**src/rtl/hrd_pkg.sv**
```systemverilog
package hrd_pkg;
  typedef enum logic [1:0] {
    DET_FALL      = 2'b00,
    DET_LOW_D8    = 2'b01,
    DET_LOW_D16   = 2'b10,
    DET_LOW_D128  = 2'b11
  } det_mode_e;

  localparam int NUM_PINS  = 2;
  localparam int NUM_TICKS = 3;
endpackage

```
**src/rtl/hrd_prescaler.sv**
```systemverilog
module hrd_prescaler #(
  parameter int DIV_A = 8,
  parameter int DIV_B = 16,
  parameter int DIV_C = 128
) (
  input  logic       clk,
  input  logic       rst_n,
  output logic [2:0] tick
);
  localparam int CNT_W = $clog2(DIV_C);

  logic [CNT_W-1:0] cnt_q;

  always_ff @(posedge clk or negedge rst_n) begin
    if (!rst_n) cnt_q <= '0;
    else        cnt_q <= cnt_q + 1'b1;
  end

  // each divisor is a power of two no larger than DIV_C
  for (genvar g = 0; g < 3; g++) begin : g_tick
    localparam int D = (g == 0) ? DIV_A : (g == 1) ? DIV_B : DIV_C;
    localparam logic [CNT_W-1:0] MASK = CNT_W'(D - 1);
    assign tick[g] = ((cnt_q & MASK) == MASK);
  end
endmodule

```
**src/rtl/hrd_pin_detect.sv**
```systemverilog
module hrd_pin_detect
  import hrd_pkg::*;
#(
  parameter int SYNC_STAGES = 2,
  parameter int RUN_LEN     = 16
) (
  input  logic      clk,
  input  logic      rst_n,
  input  logic      pin_n,
  input  det_mode_e mode,
  input  logic [2:0] tick,
  output logic      set_req,
  output logic      clr_ok
);
  localparam int RUN_W = $clog2(RUN_LEN + 1);

  logic [SYNC_STAGES-1:0] sync_q;
  logic                   prev_q;
  logic                   cur;
  logic                   fall;
  logic                   samp;
  logic [RUN_W-1:0]       run_q;
  logic                   hi_seen_q;
  logic                   lvl_set;

  // synchronizer chain, idles high like the pin
  always_ff @(posedge clk or negedge rst_n) begin
    if (!rst_n) begin
      sync_q <= '1;
      prev_q <= 1'b1;
    end else begin
      sync_q <= {sync_q[SYNC_STAGES-2:0], pin_n};
      prev_q <= sync_q[SYNC_STAGES-1];
    end
  end

  assign cur  = sync_q[SYNC_STAGES-1];
  assign fall = prev_q & ~cur;

  always_comb begin
    unique case (mode)
      DET_LOW_D8:   samp = tick[0];
      DET_LOW_D16:  samp = tick[1];
      DET_LOW_D128: samp = tick[2];
      default:      samp = 1'b0;
    endcase
  end

  // low-run counter and latest-sample-high marker
  always_ff @(posedge clk or negedge rst_n) begin
    if (!rst_n) begin
      run_q     <= '0;
      hi_seen_q <= 1'b0;
    end else if (samp) begin
      if (cur) begin
        run_q     <= '0;
        hi_seen_q <= 1'b1;
      end else begin
        hi_seen_q <= 1'b0;
        if (run_q != RUN_W'(RUN_LEN)) run_q <= run_q + 1'b1;
      end
    end
  end

  assign lvl_set = samp & ~cur & (run_q >= RUN_W'(RUN_LEN - 1));
  assign set_req = (mode == DET_FALL) ? fall : lvl_set;
  assign clr_ok  = (mode == DET_FALL) | hi_seen_q;
endmodule

```
**src/rtl/hrd_flag_bank.sv**
```systemverilog
module hrd_flag_bank #(
  parameter int N = 2
) (
  input  logic         clk,
  input  logic         rst_n,
  input  logic [N-1:0] set_req,
  input  logic [N-1:0] clr_ok,
  input  logic [N-1:0] wr_bits,
  input  logic         rd,
  input  logic         wr,
  output logic [N-1:0] flag_q,
  output logic [N-1:0] mark_q
);
  logic [N-1:0] clr_hit;

  always_comb begin
    for (int i = 0; i < N; i++) begin
      clr_hit[i] = wr & ~wr_bits[i] & mark_q[i] & clr_ok[i];
    end
  end

  always_ff @(posedge clk or negedge rst_n) begin
    if (!rst_n) begin
      flag_q <= '0;
      mark_q <= '0;
    end else begin
      for (int i = 0; i < N; i++) begin
        // a set condition beats a clear in the same cycle
        if (set_req[i])      flag_q[i] <= 1'b1;
        else if (clr_hit[i]) flag_q[i] <= 1'b0;
        mark_q[i] <= (mark_q[i] & ~wr) | (rd & flag_q[i]);
      end
    end
  end
endmodule

```
**src/rtl/hiz_req_detect.sv**
```systemverilog
module hiz_req_detect
  import hrd_pkg::*;
#(
  parameter int DATA_W      = 16,
  parameter int FLAG_LSB    = 12,
  parameter int SYNC_STAGES = 2,
  parameter int RUN_LEN     = 16,
  parameter int DIV_A       = 8,
  parameter int DIV_B       = 16,
  parameter int DIV_C       = 128
) (
  input  logic              clk,
  input  logic              rst_n,
  input  logic [1:0]        req_in_n,
  input  logic [3:0]        mode_cfg,
  input  logic              reg_rd,
  input  logic              reg_wr,
  input  logic [DATA_W-1:0] reg_wdata,
  output logic [DATA_W-1:0] reg_rdata,
  output logic              hiz_req
);
  logic [2:0]          tick;
  logic [NUM_PINS-1:0] set_req;
  logic [NUM_PINS-1:0] clr_ok;
  logic [NUM_PINS-1:0] flag_q;
  logic [NUM_PINS-1:0] mark_q;
  logic [NUM_PINS-1:0] wr_bits;
  logic                unused_wdata;

  assign wr_bits      = reg_wdata[FLAG_LSB +: NUM_PINS];
  assign unused_wdata = ^reg_wdata;

  hrd_prescaler #(.DIV_A(DIV_A), .DIV_B(DIV_B), .DIV_C(DIV_C)) u_presc (
    .clk  (clk),
    .rst_n(rst_n),
    .tick (tick)
  );

  for (genvar g = 0; g < NUM_PINS; g++) begin : g_pin
    det_mode_e pin_mode;
    assign pin_mode = det_mode_e'(mode_cfg[2*g +: 2]);

    hrd_pin_detect #(.SYNC_STAGES(SYNC_STAGES), .RUN_LEN(RUN_LEN)) u_det (
      .clk    (clk),
      .rst_n  (rst_n),
      .pin_n  (req_in_n[g]),
      .mode   (pin_mode),
      .tick   (tick),
      .set_req(set_req[g]),
      .clr_ok (clr_ok[g])
    );
  end

  hrd_flag_bank #(.N(NUM_PINS)) u_flags (
    .clk    (clk),
    .rst_n  (rst_n),
    .set_req(set_req),
    .clr_ok (clr_ok),
    .wr_bits(wr_bits),
    .rd     (reg_rd),
    .wr     (reg_wr),
    .flag_q (flag_q),
    .mark_q (mark_q)
  );

  always_comb begin
    reg_rdata = '0;
    reg_rdata[FLAG_LSB +: NUM_PINS] = flag_q;
  end

  assign hiz_req = |flag_q;
endmodule

```
**config.mk**
```make
export PLATFORM = sky130hd
export DESIGN_NAME = hiz_req_detect
export DESIGN_NICKNAME = d
export VERILOG_FILES = /design/src/rtl/hrd_pkg.sv /design/src/rtl/hrd_prescaler.sv /design/src/rtl/hrd_pin_detect.sv /design/src/rtl/hrd_flag_bank.sv /design/src/rtl/hiz_req_detect.sv
export SDC_FILE = /design/constraint.sdc
export NUM_CORES = 1
export LEC_CHECK = 0
export ABC_AREA = 1
export BUFFER_PORTS_ARGS = -buffer_cell sky130_fd_sc_hd__clkbuf_2
export CORE_MARGIN = 2
export CORE_UTILIZATION = 35
export DETAILED_ROUTE_END_ITERATION = 8
export SLEW_MARGIN = 5
export SYNTH_ARGS = -nofsm -noshare
export SYNTH_HDL_FRONTEND = slang
export SYNTH_SLANG_ARGS = --single-unit
```
**constraint.sdc**
```tcl
create_clock -name clk -period 2.4 [get_ports clk]
set_input_delay 0.48 -clock clk [delete_from_list [all_inputs] [get_ports clk]]
set_output_delay 0.48 -clock clk [all_outputs]
set_load 0.03 [all_outputs]
```
==> impl_metrics.py <==
metrics = {
    "synthesis": {
        "mappedNetlistArea_um2": 1620,
        "ys_warn_count": 0,
        "synth_top_family_by_area": "simple AND/OR/NAND/NOR gates",
        "synth-edff-count": 0,
        "synth-simple-area-share_pct": 30.0,
        "ys_async_sr_fraction_pct": 100,
        "synth_cells": 192,
        "ys_seq_area_share_pct": 45.2,
        "synth_area_per_cell_um2": 8.45,
        "ys_seq_elements": 29,
        "synth_compound_area_share_pct": 1.93,
        "synth_cell_types": 25,
        "synth_fa_ha_area_share_pct": 6.17,
        "synth_xor_area_share_pct": 2.70,
        "synthMuxAreaShare_pct": 0,
        "synthFlopType": "dfrtp_1",
    },
    "grt": {
        "antenna_found_initial": 0,
        "track_usage_pct": 11.8,
        "first_global_vias": 1103,
        "grt_start_max_net_pins": 30,
        "grt_pass1_wl_um": 4690,
        "overflow": 0,
    },
    "routing": {
        "drtPass1Iterations": 4,
        "wl_per_cell_um": 9.72,
        "wl_met3_um": 107,
        "dr_total_vias": 1151,
        "wl_met2_um": 1180,
        "wl_met1_um": 1210,
        "wirelength_um": 2560,
        "drt.antenna.violating_nets": 0,
        "dr.first_iter.drc_count": 38,
        "drc": 0,
        "vias_per_cell": 4.38,
        "top_layer_used": "met4",
    },
    "sta": {
        "worst_slew_pin_slew_ns": 0.715,
        "finClkSkew_ns": 0.00405,
        "rsz0062_at_grt": "false",
        "fin_setup_tns_ns": 0,
        "whs_ns": 0.247,
        "slew_headroom_pct": 52.3,
        "final-setup-viol-count": 0,
        "fmax_ghz": 0.690,
        "period_needed_ns": 1.45,
        "drv_slew": 0,
        "hold_viol": 0,
        "worst_slack_ns": 0.951,
        "fin_crit_sh_pct": 60.4,
    },
    "status": {
        "status": "complete, no violations",
    },
    "cells_and_area": {
        "final_cells": 263,
        "antenna_cells": 0,
        "fin_nets": 244,
        "fill_cells": 439,
        "area_delta_synth_final_pct": 9.41,
        "layout-drive-gt1-share_pct": 19.0,
    },
    "clock_network": {
        "cts_sinks": 29,
        "clk_pin_slew_ns": 0.06,
        "numCtsBuffers": 5,
        "cts_root_buf": "clkbuf_8",
        "cts.path.max_buffers": 2,
        "clk_latency_ns": 0.28,
        "post_cts_resized": 0,
        "post-cts-setup-buffers": 0,
        "cts_hold_buf": 0,
        "cts_tree": "yes",
        "cts_max_level": 2,
    },
    "worst_setup_path": {
        "cp_max_fo": 3,
        "cp-end-kind": "output port",
        "r2r-start": "u_presc.cnt_q[0]",
        "cp.required_ns": 1.92,
        "start_kind": "flop",
        "crit_type": "flop to output port",
        "crit_arrival_ns": 0.97,
        "crit_start": "u_flags.flag_q[0]",
    },
    "floorplanning": {
        "start_util_pct": 36.7,
        "io_pins": 43,
        "die_w_um": 72.1,
        "dieArea_um2": 5190,
        "core_um2": 4410,
        "row_count": 24,
        "die_h_um": 72.1,
    },
    "placed_design": {
        "dp_hpwl_um": 1880,
        "io_buffers": 14,
        "routabilityCongestion": 0.754,
        "post-place-ws_ns": 1.03,
        "dp_cells": 255,
    },
    "power_and_ir_drop": {
        "p_per_area_nw_per_um2": 650,
        "vdd_drop_max_v": 0.000399,
        "p_leak_uw": 0.000934,
        "p_total_uw": 1150,
    },
    "min_path": {
        "hp-class": "input pin to async pin",
    },
    "job": {
        "drv_cap": 0,
    },
}
path summary, 6_finish.rpt:
check / end / slack, ns / cells past startpoint
hold / removal: g_pin[0].u_det.run_q[0] / 0.25 / 1
setup reg to reg: g_pin[0].u_det.hi_seen_q / 1.00 / 6
hold reg to reg: g_pin[0].u_det.sync_q[1] / 0.35 / 0
setup / recovery: hiz_req / 0.95 / 3
max in group asynchronous: u_presc.cnt_q[4] / 1.70 / 1
min in group clk: g_pin[0].u_det.sync_q[0] / 0.28 / 1
routing by layer:
metal / vias up / track usage [%]
met5: - / 0
li1: 604 / -
met2: 19 / 18.1
met1: 520 / 14.4
met3: 8 / 4.03
met4: 0 / 6.92
report_power, final:
| part | internal [uW] | switching (uW) |
|---|---|---|
| Combinational | 51.6 | 125 |
| Clock | 233 | 178 |
| Sequential | 532 | 32.3 |
cells in the mapped netlist, drive strengths merged, types with 3 or more instances:
library cell	count	area, um2
nand2	46	208
inv	27	101
nand3	24	135
dfrtp	23	576
nor2	22	92.6
buf	16	121
ha	8	100
dfstp	6	158
xor2	4	35.0
o21ai	3	15.0
flip-flops by register name, summed over array words and instances, names as in the netlist:
name and flops:
u_flags.flag_q 2, g_pin.u_det.sync_q 4, g_pin.u_det.hi_seen_q 2, u_presc.cnt_q 7, g_pin.u_det.run_q 10, u_flags.mark_q 2, g_pin.u_det.prev_q 2
layout make-up:
class                      instances  area (um2)  area share [%]
clock buffer                       8        90.1            5.08
inverter                          27         101            5.71
multi-input combinational        133         714            40.3
sequential                        29         733            41.3
tap                               52        65.1            3.67
timing repair buffer              14        70.1            3.95
cell usage in the layout, fill, tap and decap left out, types with 6 or more instances in the layout:
| master | n |
|---|---|
| nor2_1 | 18 |
| dfstp_2 | 6 |
| ha_1 | 8 |
| dfrtp_1 | 23 |
| clkbuf_2 | 14 |
| nand2_1 | 40 |
| clkbuf_8 | 6 |
| nand3_1 | 21 |
| inv_1 | 27 |
| conb_1 | 14 |
worst max-delay path, stage by stage (launching register included):
cell and delay [ns]:
dfrtp_1 0.40, inv_1 0.07, nand2_1 0.05, clkbuf_2 0.17
cells by family (layout without fill, tap and decap cells):
| group | after synthesis | count (layout) |
|---|---|---|
| flops | 29 | 29 |
| other cells | 1 | 14 |
| buf+inv | 43 | 49 |
| fa+ha+maj | 8 | 8 |
| simple gates | 100 | 100 |
| xor+xnor | 5 | 5 |
| compound gates | 6 | 6 |
metrics by stage:
stage	util, %	instance area [um2]
finish	40.2	1770
global route	40.2	1770
CTS	40.2	1770
detailed placement	38.2	1680
global placement	38.2	1680
floorplan	-	1670
Note: power is estimated with default switching activity, not from simulation.
